--- config.mk ---
export PLATFORM = sky130hd
export DESIGN_NAME = gpio_irq_router
export DESIGN_NICKNAME = d
export VERILOG_FILES = /design/src/rtl/gpio_irq_pkg.sv /design/src/rtl/irq_pad_sync.sv /design/src/rtl/irq_regfile.sv /design/src/rtl/irq_channel.sv /design/src/rtl/gpio_irq_router.sv
export SDC_FILE = /design/constraint.sdc
export NUM_CORES = 1
export LEC_CHECK = 0
export ABC_AREA = 1
export BUFFER_PORTS_ARGS = -buffer_cell sky130_fd_sc_hd__buf_2
export CELL_PAD_IN_SITES_DETAIL_PLACEMENT = 0
export CELL_PAD_IN_SITES_GLOBAL_PLACEMENT = 2
export CORE_MARGIN = 1
export CORE_UTILIZATION = 31
export CTS_BUF_LIST = sky130_fd_sc_hd__clkbuf_8 sky130_fd_sc_hd__clkbuf_16
export CTS_CLUSTER_DIAMETER = 40
export DETAILED_ROUTE_END_ITERATION = 6
export GPL_ROUTABILITY_DRIVEN = 0
export PLACE_DENSITY_LB_ADDON = 0.1
export SYNTH_ARGS = -nofsm -noshare
export SYNTH_HDL_FRONTEND = slang
export SYNTH_SLANG_ARGS = --single-unit
--- constraint.sdc ---
create_clock -name clk -period 2.06 [get_ports clk]
set_clock_uncertainty 0.1 [all_clocks]
set_input_delay 0.309 -clock clk [delete_from_list [all_inputs] [get_ports clk]]
set_output_delay 0.309 -clock clk [all_outputs]
set_load 0.01 [all_outputs]
--- src/rtl/gpio_irq_pkg.sv ---
package gpio_irq_pkg;
  localparam int unsigned NUM_PADS  = 62;
  localparam int unsigned NUM_CH    = 8;
  localparam int unsigned SEL_W     = 7;
  localparam int unsigned ADDR_W    = 5;
  localparam int unsigned DATA_W    = 32;
  localparam int unsigned EN_BIT    = 31;
  localparam int unsigned POL_LSB   = 0;
  localparam int unsigned EDGE_LSB  = 8;
  localparam int unsigned BOTH_LSB  = 16;
  localparam int unsigned SEL_BASE  = 4;
  localparam int unsigned ODD_LSB   = 16;
endpackage

--- src/rtl/irq_pad_sync.sv ---
module irq_pad_sync #(
  parameter int unsigned WIDTH = 62
) (
  input  logic             clk,
  input  logic             rst,
  input  logic [WIDTH-1:0] d,
  output logic [WIDTH-1:0] q
);
  logic [WIDTH-1:0] meta;

  always_ff @(posedge clk) begin
    if (rst) begin
      meta <= '0;
      q    <= '0;
    end else begin
      meta <= d;
      q    <= meta;
    end
  end
endmodule

--- src/rtl/irq_regfile.sv ---
module irq_regfile
  import gpio_irq_pkg::*;
#(
  parameter int unsigned NCH  = NUM_CH,
  parameter int unsigned SELW = SEL_W,
  parameter int unsigned AW   = ADDR_W,
  parameter int unsigned DW   = DATA_W
) (
  input  logic                 clk,
  input  logic                 rst,
  input  logic                 wr,
  input  logic [AW-1:0]        addr,
  input  logic [DW-1:0]        wdata,
  input  logic [DW-1:0]        wmask,
  output logic [DW-1:0]        rdata,
  output logic                 en,
  output logic [NCH-1:0]       both,
  output logic [NCH-1:0]       edg,
  output logic [NCH-1:0]       pol,
  output logic [NCH-1:0][SELW-1:0] sel,
  output logic [NCH-1:0]       touch
);
  logic ctrl_hit;
  logic [DW-1:0] rd_next;

  assign ctrl_hit = wr && (addr == '0);

  always_ff @(posedge clk) begin
    if (rst) en <= 1'b0;
    else if (ctrl_hit && wmask[EN_BIT]) en <= wdata[EN_BIT];
  end

  for (genvar n = 0; n < NCH; n++) begin : g_ch
    localparam int unsigned SADDR = SEL_BASE + (n / 2) * 4;
    localparam int unsigned SLSB  = (n % 2) * ODD_LSB;
    logic sel_hit;
    logic [SELW-1:0] m;
    assign sel_hit = wr && (addr == AW'(SADDR));
    assign m       = wmask[SLSB +: SELW];

    always_ff @(posedge clk) begin
      if (rst) begin
        both[n] <= 1'b0;
        edg[n]  <= 1'b0;
        pol[n]  <= 1'b0;
        sel[n]  <= '0;
      end else begin
        if (ctrl_hit && wmask[BOTH_LSB + n]) both[n] <= wdata[BOTH_LSB + n];
        if (ctrl_hit && wmask[EDGE_LSB + n]) edg[n]  <= wdata[EDGE_LSB + n];
        if (ctrl_hit && wmask[POL_LSB + n])  pol[n]  <= wdata[POL_LSB + n];
        if (sel_hit) sel[n] <= (sel[n] & ~m) | (wdata[SLSB +: SELW] & m);
      end
    end

    assign touch[n] = (ctrl_hit && (wmask[BOTH_LSB + n] || wmask[EDGE_LSB + n]
                                    || wmask[POL_LSB + n]))
                      || (sel_hit && (|m));
  end

  always_comb begin
    rd_next = '0;
    if (addr == '0) begin
      rd_next[EN_BIT] = en;
      for (int n = 0; n < NCH; n++) begin
        rd_next[BOTH_LSB + n] = both[n];
        rd_next[EDGE_LSB + n] = edg[n];
        rd_next[POL_LSB + n]  = pol[n];
      end
    end
    for (int n = 0; n < NCH; n++) begin
      if (addr == AW'(SEL_BASE + (n / 2) * 4))
        rd_next[(n % 2) * ODD_LSB +: SELW] = sel[n];
    end
  end

  always_ff @(posedge clk) begin
    if (rst) rdata <= '0;
    else     rdata <= rd_next;
  end


  en_wr_chk: assert property (@(posedge clk) disable iff (rst)
    (wr && addr == '0 && wmask[EN_BIT]) |=> (en == $past(wdata[EN_BIT])));
endmodule

--- src/rtl/irq_channel.sv ---
module irq_channel #(
  parameter int unsigned NPADS = 62,
  parameter int unsigned SELW  = 7
) (
  input  logic             clk,
  input  logic             rst,
  input  logic [NPADS-1:0] pads_s,
  input  logic             en,
  input  logic             both,
  input  logic             edg,
  input  logic             pol,
  input  logic [SELW-1:0]  sel,
  input  logic             touch,
  output logic             irq
);
  logic valid, cur, prev, quiet, rise, fall, fire;

  assign valid = (int'(sel) < int'(NPADS));
  assign cur   = valid && pads_s[sel];
  assign rise  = !quiet && !prev && cur;
  assign fall  = !quiet && prev && !cur;

  always_comb begin
    if (!valid)    fire = 1'b0;
    else if (both) fire = rise || fall;
    else if (edg)  fire = pol ? fall : rise;
    else           fire = cur ^ pol;
  end

  always_ff @(posedge clk) begin
    if (rst) begin
      prev  <= 1'b0;
      quiet <= 1'b0;
      irq   <= 1'b0;
    end else begin
      prev  <= cur;
      quiet <= touch;
      irq   <= en && fire;
    end
  end


  bad_sel_chk: assert property (@(posedge clk) disable iff (rst)
    !valid |=> !irq);


  single_pulse_chk: assert property (@(posedge clk) disable iff (rst)
    (irq && !both && edg) |=> !(irq && !both && edg));
endmodule

--- src/rtl/gpio_irq_router.sv ---
module gpio_irq_router
  import gpio_irq_pkg::*;
#(
  parameter int unsigned NPADS = NUM_PADS,
  parameter int unsigned NCH   = NUM_CH,
  parameter int unsigned SELW  = SEL_W,
  parameter int unsigned AW    = ADDR_W,
  parameter int unsigned DW    = DATA_W
) (
  input  logic             clk,
  input  logic             rst,
  input  logic [NPADS-1:0] pad_in,
  input  logic             bus_wr,
  input  logic [AW-1:0]    bus_addr,
  input  logic [DW-1:0]    bus_wdata,
  input  logic [DW-1:0]    bus_wmask,
  output logic [DW-1:0]    bus_rdata,
  output logic [NCH-1:0]   irq_out
);
  logic [NPADS-1:0]          pads_s;
  logic                      en;
  logic [NCH-1:0]            both, edg, pol, touch;
  logic [NCH-1:0][SELW-1:0]  sel;

  irq_pad_sync #(.WIDTH(NPADS)) u_sync (
    .clk(clk), .rst(rst), .d(pad_in), .q(pads_s)
  );

  irq_regfile #(.NCH(NCH), .SELW(SELW), .AW(AW), .DW(DW)) u_regs (
    .clk(clk), .rst(rst), .wr(bus_wr), .addr(bus_addr), .wdata(bus_wdata),
    .wmask(bus_wmask), .rdata(bus_rdata), .en(en), .both(both), .edg(edg),
    .pol(pol), .sel(sel), .touch(touch)
  );

  for (genvar n = 0; n < NCH; n++) begin : g_chan
    irq_channel #(.NPADS(NPADS), .SELW(SELW)) u_ch (
      .clk(clk), .rst(rst), .pads_s(pads_s), .en(en), .both(both[n]),
      .edg(edg[n]), .pol(pol[n]), .sel(sel[n]), .touch(touch[n]),
      .irq(irq_out[n])
    );
  end


  en_off_chk: assert property (@(posedge clk) disable iff (rst)
    !en |=> (irq_out == '0));
endmodule

==> impl_metrics.ini, run 1 <==
[pwr]
switching_share_pct = 25.4
p_sw_w = 0.00371
powerDensity_nw_per_um2 = 715
report.power.total_w = 0.0146
seqPwrFrac_pct = 34.9
combinationalPowerShare_pct = 8.7
power_leakage_nw = 9.43
power.share.clock_pct = 56.4
cellInternalPower_w = 0.0109
peakVddDrop_mv = 0.585

[timing]
period_minus_ws_final_ns = 1.94
hold_viol_final = 0
slew_headroom_pct = 56.2
fin_setup_tns_ns = 0
fmax_mhz = 515
worst_slew_pin_slew_ns = 0.657
drv_slew = 0
period_share_pct = 94.3
finalSetupViolCount = 0

[synth]
postSynthCellCount = 2425
synth.largest_area_cell = sky130_fd_sc_hd__dfxtp_1
synthDistinctLibCells = 33
area_of_the_mapped_netlist_um2 = 14800
synth_edf_count = 0
synthTopCellsByCount = sky130_fd_sc_hd__nand2_1 (723), sky130_fd_sc_hd__nand3_1 (443), sky130_fd_sc_hd__inv_1 (305)
yosysWarnings = 0
netlist.area_leader.share_pct = 34.3
post-synth-top-count-cell = sky130_fd_sc_hd__nand2_1
dominantRegCellSynth = sky130_fd_sc_hd__dfxtp_1
postSynthAreaPerCell_um2 = 6.11
synth.ff_latch_count = 254
synth_sequential_area_ratio_pct = 34.3
post_synth_main_area_contributors = sky130_fd_sc_hd__dfxtp_1 (34%), sky130_fd_sc_hd__nand2_1 (18%), sky130_fd_sc_hd__nand3_1 (15%), sky130_fd_sc_hd__inv_1 (7.7%), sky130_fd_sc_hd__nor2_1 (5.3%)
async_set_reset_flop_share_out_of_synthesis_pct = 0

[run_status]
violations = DRC
run_status = complete, but fails checks

[final_layout]
ant_cells = 0
post_route_cells_drive_above_1_share_pct = 17.8
areaGrowthSynthToFinish_pct = 37.7
layout.cells.non_filler = 3409
design.final.nets = 2897
design_area_um2 = 20400

[route]
post_detailed_route_drc_marker_count = 1
remaining_antenna_violation_count = 0
via_count = 16900
avgRoutedWirePerCell_um = 18.5
routed_wirelength_um = 62900
detail_route.first_pass.iterations = 7
drt_iter0_drc = 1595
viasPerCell = 4.96

[cts]
clk_latency_ns = 0.60
cts.path.max_buffers = 3
clock_tree_root = sky130_fd_sc_hd__clkbuf_16
clk_pin_slew_worst_paths_ns = 0.05
cts.sink_count = 254
tritoncts = yes
cts_bufs_inserted = 48
h-tree-depth = 2

[die]
fp.dieW_um = 221
start_util_pct = 31.6
floorplan.die.height_um = 221
ios = 174
design.die.area_um2 = 48600
core_area_um2 = 46900
floorplan.rows = 79

[setup_path]
critical_path.max_stage_delay_ns = 0.35
timing.setup.critical_path_class = flop to flop
setup.worst_path.end_class = flop
timing.critical_path.max_delay_family = simple AND/OR/NAND/NOR gates
slowest_stage = sky130_fd_sc_hd__dfxtp_4
timing.critical_path.mode_cell = sky130_fd_sc_hd__nand2_1
critical_path_required_ns = 2.43
cp_cell_sequence = buf_12, buf_12, nand2_1, nand3_1, nand3_1, nand2_1, nand2_1, nand2_1, inv_1, nand2_1, nand2_2, nand3_2, nand2_2, nand3_1, nand2_1, a21oi_2
timing.critical_path.fanout_max = 6
worst_ep_arrival_time_ns = 2.31
cp_num_buf_inv = 3
crit_path_start_kind = flop

[placed_design]
dpl-instance-area_um2 = 17000
dp_hpwl_um = 46300
placed_cells = 3180
placement.io_buffers = 152

[global_routing]
track_usage_pct = 25.7
grt_max_degree = 70
grt_pass1_wl_um = 94700
via_count_of_the_first_global_routing_pass = 15800
global_route.overflow_total = 0
antenna_violations_before_repair = 0

[run]
max-cap-violations = 0

[min_path]
min-delay-path-class = input pin to flop
-- metrics by stage --
step	utilization [%]	hold WS, ns	worst slack [ns]
floorplan	-	0.288	0.364
global placement	36.3	0.292	0.0219
detailed placement	36.3	0.293	-0.00368
CTS	42.7	0.0226	0.0000711
global route	43.5	0.0586	-0.0000366
finish	43.5	0.0301	0.117
-- cell families (layout without fill, tap and decap cells) --
group	after synthesis	count (layout)	synth area share, %
other	1	7	0.0253
AND/OR/NAND/NOR	1423	1423	40.9
buffers and inverters	483	854	14.7
AO/OA/AOI/OAI	264	264	10.0
flip-flops	254	254	34.3
-- worst paths after layout --
| path | cells past startpoint | slack (ns) | endpoint | start |
|---|---|---|---|---|
| setup / recovery | 16 | 0.12 | g_chan[0].u_ch.irq | flop |
| hold / removal | 3 | 0.03 | g_chan[6].u_ch.quiet | bus_wmask[14] |
| setup reg to reg | 16 | 0.12 | g_chan[0].u_ch.irq | flop |
| hold reg to reg | 2 | 0.30 | u_sync.q[3] | u_sync.meta[3] |
-- worst register-to-register path: stages (launching register included) --
cell                      delay (ns)
sky130_fd_sc_hd__dfxtp_4        0.35
sky130_fd_sc_hd__buf_12         0.14
sky130_fd_sc_hd__buf_12         0.13
sky130_fd_sc_hd__nand2_1        0.06
sky130_fd_sc_hd__nand3_1        0.07
sky130_fd_sc_hd__nand3_1        0.09
sky130_fd_sc_hd__nand2_1        0.07
sky130_fd_sc_hd__nand2_1        0.06
sky130_fd_sc_hd__nand2_1        0.05
sky130_fd_sc_hd__inv_1          0.10
sky130_fd_sc_hd__nand2_1        0.09
sky130_fd_sc_hd__nand2_2        0.12
sky130_fd_sc_hd__nand3_2        0.12
sky130_fd_sc_hd__nand2_2        0.11
sky130_fd_sc_hd__nand3_1        0.06
sky130_fd_sc_hd__nand2_1        0.08
sky130_fd_sc_hd__a21oi_2        0.03
-- power groups by stage --
stage                     combinational (W)  clock [W]  sequential, W
after floorplan                    0.000553          0        0.00518
after global placement              0.00106          0        0.00520
after detailed placement            0.00107          0        0.00520
after CTS                           0.00124    0.00837        0.00510
after global routing                0.00140    0.00860        0.00510
final                               0.00127    0.00823        0.00510
-- placed cells by master (no fill, tap or decap), drive strengths merged, types with 7 or more instances in the layout --
master       count
nand2          729
nand3          451
inv            333
buf            302
dfxtp          254
nor2           218
dlygate4sd3    129
a21oi          120
o21ai           93
clkbuf          59
o211ai          20
nand4           18
clkinv          14
a31oi           12
clkinvlp        11
o2111ai         11
conb             7
-- what timing repair did --
| action | in CTS | in global routing |
|---|---|---|
| setup buffers | 0 | 5 |
| hold endpoints to repair | 141 | 0 |
| gates resized for setup | 0 | 78 |
| endpoints found under the setup margin | 0 | 11 |
| hold buffers | 129 | 0 |
-- area by class of cell --
| class | instances | area (µm²) |
|---|---|---|
| flip-flops and latches | 254 | 5120 |
| well taps | 607 | 759 |
| clock buffers | 53 | 1270 |
| multi-input cells | 1694 | 7640 |
| inverters | 328 | 1280 |
| repair buffers | 437 | 3860 |
| fillers | 5013 | 26500 |
| clock inverters | 36 | 459 |
-- metal layers --
metal | up-vias | routed length (µm) | part of all wire [%] | global-route usage (%)
li1 | 8368 | - | - | -
met1 | 7842 | 28400 | 45 | 35.2
met2 | 605 | 28500 | 45 | 41.2
met3 | 102 | 3970 | 6.3 | 3.41
met4 | 0 | 2020 | 3.2 | 9.06
met5 | - | 0 | 0 | 0
(Power assumes the default switching activity.)
==> run 2, diff against run 1 <==
Settings changed: GPL_TIMING_DRIVEN set to 0.
==> run 2 against run 1 <==
  * The run still ends with DRC left
  * Global-route usage increased by 1.8 points
  * First-iteration DRC count increased by 5.8%
  * Die area unchanged
  * Worst setup slack got worse by 0.070 ns
  * Critical path depth unchanged
  * Cell count increased by 0.21%
  * Count of clock-buffer cells in the layout decreased by 6
  * Via count increased by 3.0%
  * Critical path type unchanged
  * Largest cell class unchanged
  * Highest routed layer unchanged
==> impl_metrics.ini, run 2 (same netlist as run 1, synthesis figures left out) <==
[setup_path]
timing.critical_path.fanout_max = 8
worst_ep_arrival_time_ns = 2.39
timing.setup.critical_path_class = flop to flop
critical_path_required_ns = 2.43
setup.worst_path.end_class = flop
crit_path_start_kind = flop

[global_routing]
antenna_violations_before_repair = 0
grt_max_degree = 14
track_usage_pct = 27.5
via_count_of_the_first_global_routing_pass = 15900
grt-busiest-layer = met2
global_route.overflow_total = 0
gr_util_met1_pct = 37.6
grtUsageMet2_pct = 43.6
globalRouteMet3Util_pct = 4.52
grt_pass1_wl_um = 98700

[die]
ios = 174
core_area_um2 = 46900
design.die.area_um2 = 48600
floorplan.rows = 79
fp.dieW_um = 221
start_util_pct = 31.6
floorplan.die.height_um = 221

[cts]
clock_tree_root = sky130_fd_sc_hd__clkbuf_16
tritoncts = yes
cts.sink_count = 254
cts.path.max_buffers = 3
h-tree-depth = 2
clk_pin_slew_worst_paths_ns = 0.06
cts_bufs_inserted = 42
clk_latency_ns = 0.58

[route]
via_count = 17400
drt_iter0_drc = 1688
viasPerCell = 5.10
detail_route.first_pass.iterations = 7
remaining_antenna_violation_count = 0
routed_wirelength_um = 68200
post_detailed_route_drc_marker_count = 11
avgRoutedWirePerCell_um = 20.0

[final_layout]
final.fill_count = 5002
areaGrowthSynthToFinish_pct = 35.8
design.final.nets = 2911
mostFrequentLayoutCell = sky130_fd_sc_hd__nand2_1
design_area_um2 = 20100
final_cell_mix = sky130_fd_sc_hd__nand2_1 (667), sky130_fd_sc_hd__nand3_1 (421), sky130_fd_sc_hd__inv_1 (279), sky130_fd_sc_hd__dfxtp_1 (220), sky130_fd_sc_hd__nor2_1 (205)
post_route_cells_drive_above_1_share_pct = 20.8
multi_input_area_um2 = 7920
seqCellArea_um2 = 5130

[placed_design]
placement.io_buffers = 151
dp_hpwl_um = 51600
dpl-instance-area_um2 = 16300
placement_setup_slack_ns = -0.581

[timing]
slew_headroom_pct = 41.0
grt_setup_unrepaired = true
period_minus_ws_final_ns = 2.01
final.hold.worst_slack_ns = 0.0258
fmax_mhz = 497
period_share_pct = 97.7
post-route-worst-setup-slack_ns = 0.0471
hold_viol_final = 0
finalSetupViolCount = 0
fin_setup_tns_ns = 0
worst_slew_pin_slew_ns = 0.885
drv_slew = 0

[pwr]
peakVddDrop_mv = 0.529
report.power.total_w = 0.0134
powerDensity_nw_per_um2 = 667
power_leakage_nw = 9.28

[run_status]
run_status = complete, but fails checks
violations = DRC

[min_path]
min-delay-path-class = input pin to flop

[run]
max-cap-violations = 0
==> run 2: cell types whose count changed in the layout (fill, tap and decap cells not counted), sizes merged <==
cell         before  now
buf             302  283
clkinvlp         11   24
dlygate4sd3     129  120
bufinv            6    3
inv             333  315
clkbuf           59  101
diode             0    1
==> run 2: through the flow <==
stage,utilization [%],cells
after global placement,34.9,3189
after floorplan,-,2431
after global routing,42.9,3415
after detailed placement,34.9,3189
after CTS,40.5,3374
final,42.9,3416
==> run 2: worst paths after layout <==
| kind | from | to | slack, ns | cells past startpoint |
|---|---|---|---|---|
| setup / recovery | u_sync.q[18] | g_chan[7].u_ch.irq | 0.05 | 16 |
| hold / removal | bus_wmask[23] | g_chan[7].u_ch.quiet | 0.03 | 3 |
| setup reg to reg | u_sync.q[18] | g_chan[7].u_ch.irq | 0.05 | 16 |
| hold reg to reg | u_sync.meta[29] | u_sync.q[29] | 0.29 | 2 |
==> run 2: power breakdown <==
group          total [W]  switching (W)  internal (W)
Combinational    0.00126       0.000771      0.000489
Clock            0.00703        0.00268       0.00435
Sequential       0.00512      0.0000684       0.00505
==> run 2: metal layers <==
metal / wire (µm) / part of all wire [%] / vias up
met5: 0 / 0 / -
met4: 2010 / 2.9 / 0
met1: 30300 / 45 / 8172
li1: - / - / 8399
met2: 30900 / 45 / 745
met3: 4920 / 7.2 / 112
==> run 2: cell type report <==
class / count / area share [%]
antenna: 1 / 0.0124
inverter: 328 / 6.69
clock buffer: 47 / 5.57
sequential: 254 / 25.5
tap: 607 / 3.78
buffer: 144 / 5.34
multi-input combinational: 1694 / 39.4
timing repair buffer: 313 / 12.2
clock inverter: 28 / 1.52
==> run 2: worst max-delay path, stage by stage (launching register included) <==
cell                         delay [ns]
sky130_fd_sc_hd__dfxtp_2           0.34
sky130_fd_sc_hd__clkinvlp_4        0.24
sky130_fd_sc_hd__buf_4             0.23
sky130_fd_sc_hd__nand2_1           0.06
sky130_fd_sc_hd__nand3_1           0.06
sky130_fd_sc_hd__nand3_1           0.07
sky130_fd_sc_hd__nand2_1           0.06
sky130_fd_sc_hd__nand2_1           0.07
sky130_fd_sc_hd__nand2_2           0.07
sky130_fd_sc_hd__inv_1             0.07
sky130_fd_sc_hd__nand2_2           0.09
sky130_fd_sc_hd__nand2_4           0.11
sky130_fd_sc_hd__nand3_4           0.09
sky130_fd_sc_hd__nand2_2           0.08
sky130_fd_sc_hd__nand3_1           0.06
sky130_fd_sc_hd__nand2_1           0.08
sky130_fd_sc_hd__a21oi_2           0.03
==> run 2: repair_timing <==
item	CTS	global route
setup buffers	0	33
hold buffers	120	0
pin swaps	0	95
endpoints found under the setup margin	12	34
gates resized for setup	17	229
cloned	0	9
endpoints found under the hold margin	131	0
==> run 3, diff against run 2 <==
Settings changed: CORE_ASPECT_RATIO set to 0.6.
==> run 3 against run 2 <==
  * Core utilization rose by 0.13 points
  * First-iteration DRC count increased by 25%
  * Cell count up 0.59%
  * The run ends with setup timing left
  * Clock power is 15% lower
  * Maximum frequency decreased by 5.1%
  * Worst setup slack got worse by 0.11 ns
  * Critical endpoint is now g_chan[5].u_ch.quiet
==> impl_metrics.ini, run 3 (same netlist as run 1, synthesis figures left out) <==
[pwr]
cellInternalPower_w = 0.00924
seqPwrFrac_pct = 41.0
combinationalPowerShare_pct = 11.3
switching_share_pct = 26.1
peakVddDrop_mv = 0.573
power_leakage_nw = 9.22
powerDensity_nw_per_um2 = 621
p_sw_w = 0.00326
report.power.total_w = 0.0125
power.share.clock_pct = 47.8

[cts]
h-tree-depth = 1
tritoncts = yes
cts.sink_count = 254
clk_latency_ns = 0.60
cts.path.max_buffers = 3
clock_tree_root = sky130_fd_sc_hd__clkbuf_16
cts_bufs_inserted = 31
clk_pin_slew_worst_paths_ns = 0.06

[route]
avgRoutedWirePerCell_um = 21.0
via_count = 17800
routed_wirelength_um = 72100
drt_iter0_drc = 2113
remaining_antenna_violation_count = 0
post_detailed_route_drc_marker_count = 0
detail_route.first_pass.iterations = 6
viasPerCell = 5.19

[final_layout]
final_cell_mix = sky130_fd_sc_hd__nand2_1 (685), sky130_fd_sc_hd__nand3_1 (435), sky130_fd_sc_hd__inv_1 (265), sky130_fd_sc_hd__dfxtp_1 (231), sky130_fd_sc_hd__nor2_1 (206)
final.fill_count = 5048
utilization_pct = 43.1
mostFrequentLayoutCell = sky130_fd_sc_hd__nand2_1
multi_input_area_um2 = 7820
areaGrowthSynthToFinish_pct = 35.8
post_route_cells_drive_above_1_share_pct = 19.5
ant_cells = 0
design_area_um2 = 20100
layout.cells.non_filler = 3436
design.final.nets = 2917
seqCellArea_um2 = 5120

[timing]
period_minus_ws_final_ns = 2.12
drv_slew = 0
fmax_mhz = 472
period_share_pct = 103
finalSetupViolCount = 2
fin_setup_tns_ns = -0.102
slew_headroom_pct = 32.2
post-route-worst-setup-slack_ns = -0.0602
hold_viol_final = 0
grt_setup_unrepaired = true
worst_slew_pin_slew_ns = 1.02

[setup_path]
timing.setup.critical_path_class = input pin to flop
worst_ep_arrival_time_ns = 2.45
crit_path_start_kind = input pin
setup.worst_path.end_class = flop
critical_path_required_ns = 2.39
timing.critical_path.fanout_max = 6

[placed_design]
dp_hpwl_um = 54800
placed_cells = 3212
placement.io_buffers = 151
dpl-instance-area_um2 = 16400

[global_routing]
antenna_violations_before_repair = 0
grt_pass1_wl_um = 104000
grt_max_degree = 17
via_count_of_the_first_global_routing_pass = 16200
global_route.overflow_total = 0
track_usage_pct = 28.6

[die]
core_area_um2 = 46700
design.die.area_um2 = 48700
fp.dieW_um = 284
floorplan.rows = 61
start_util_pct = 31.7
ios = 174
floorplan.die.height_um = 171

[run]
max-cap-violations = 0

[run_status]
run_status = complete, but fails checks
violations = setup timing

[min_path]
min-delay-path-class = input pin to flop
## run 3: path summary, 6_finish.rpt
check,start,end,slack (ns),depth (start not counted)
max reg2reg,flop,g_chan[3].u_ch.irq,0.03,12
min,bus_wmask[10],g_chan[2].u_ch.quiet,0.02,3
max,bus_wmask[20],g_chan[5].u_ch.quiet,-0.06,6
min reg2reg,u_sync.meta[55],u_sync.q[55],0.30,2
## run 3: through the flow
| stage | setup slack, ns | hold WS (ns) |
|---|---|---|
| 2_1_floorplan | 0.364 | 0.288 |
| 3_3_place_gp | -0.711 | 0.296 |
| 3_5_place_dp | -0.675 | 0.295 |
| 4_1_cts | 0.000181 | 0.000660 |
| 5_1_grt | -0.0801 | 0.0356 |
| 6_report | -0.0602 | 0.0218 |
## run 3: area by class of cell
class	instances	share of cell area, %
timing repair buffer	328	14.0
buffer	146	5.16
sequential	254	25.5
inverter	328	6.94
clock inverter	22	1.57
tap	630	3.92
multi-input combinational	1694	38.9
clock buffer	34	4.06
## run 3: critical path: stages
cell,delay (ns)
sky130_fd_sc_hd__dlygate4sd3_1,0.55
sky130_fd_sc_hd__buf_2,0.20
sky130_fd_sc_hd__nor4_1,0.47
sky130_fd_sc_hd__nand4_1,0.34
sky130_fd_sc_hd__a21oi_2,0.39
sky130_fd_sc_hd__a31oi_1,0.18
## run 3: timing repair
action / in CTS / in global routing
pin swaps: 0 / 48
endpoints found under the setup margin: 21 / 36
cloned: 0 / 6
hold buffers: 120 / 0
hold endpoints to repair: 141 / 0
resized for setup: 27 / 175
buffers inserted: 4 / 47
## run 3: power groups by stage
stage | combinational, W | clock [W] | sequential [W]
6_report | 0.00141 | 0.00597 | 0.00512
5_1_grt | 0.00151 | 0.00629 | 0.00513
4_1_cts | 0.00123 | 0.00608 | 0.00510
3_5_place_dp | 0.00106 | 0 | 0.00520
3_3_place_gp | 0.00105 | 0 | 0.00520
2_1_floorplan | 0.000553 | 0 | 0.00518
## run 3: layer usage
layer	global-route usage [%]	up-vias	part of all wire [%]
met3	9.20	92	12
met1	42.9	8363	48
met4	5.10	2	1.6
met2	39.3	968	38
li1	-	8413	-
met5	0.900	-	0.078
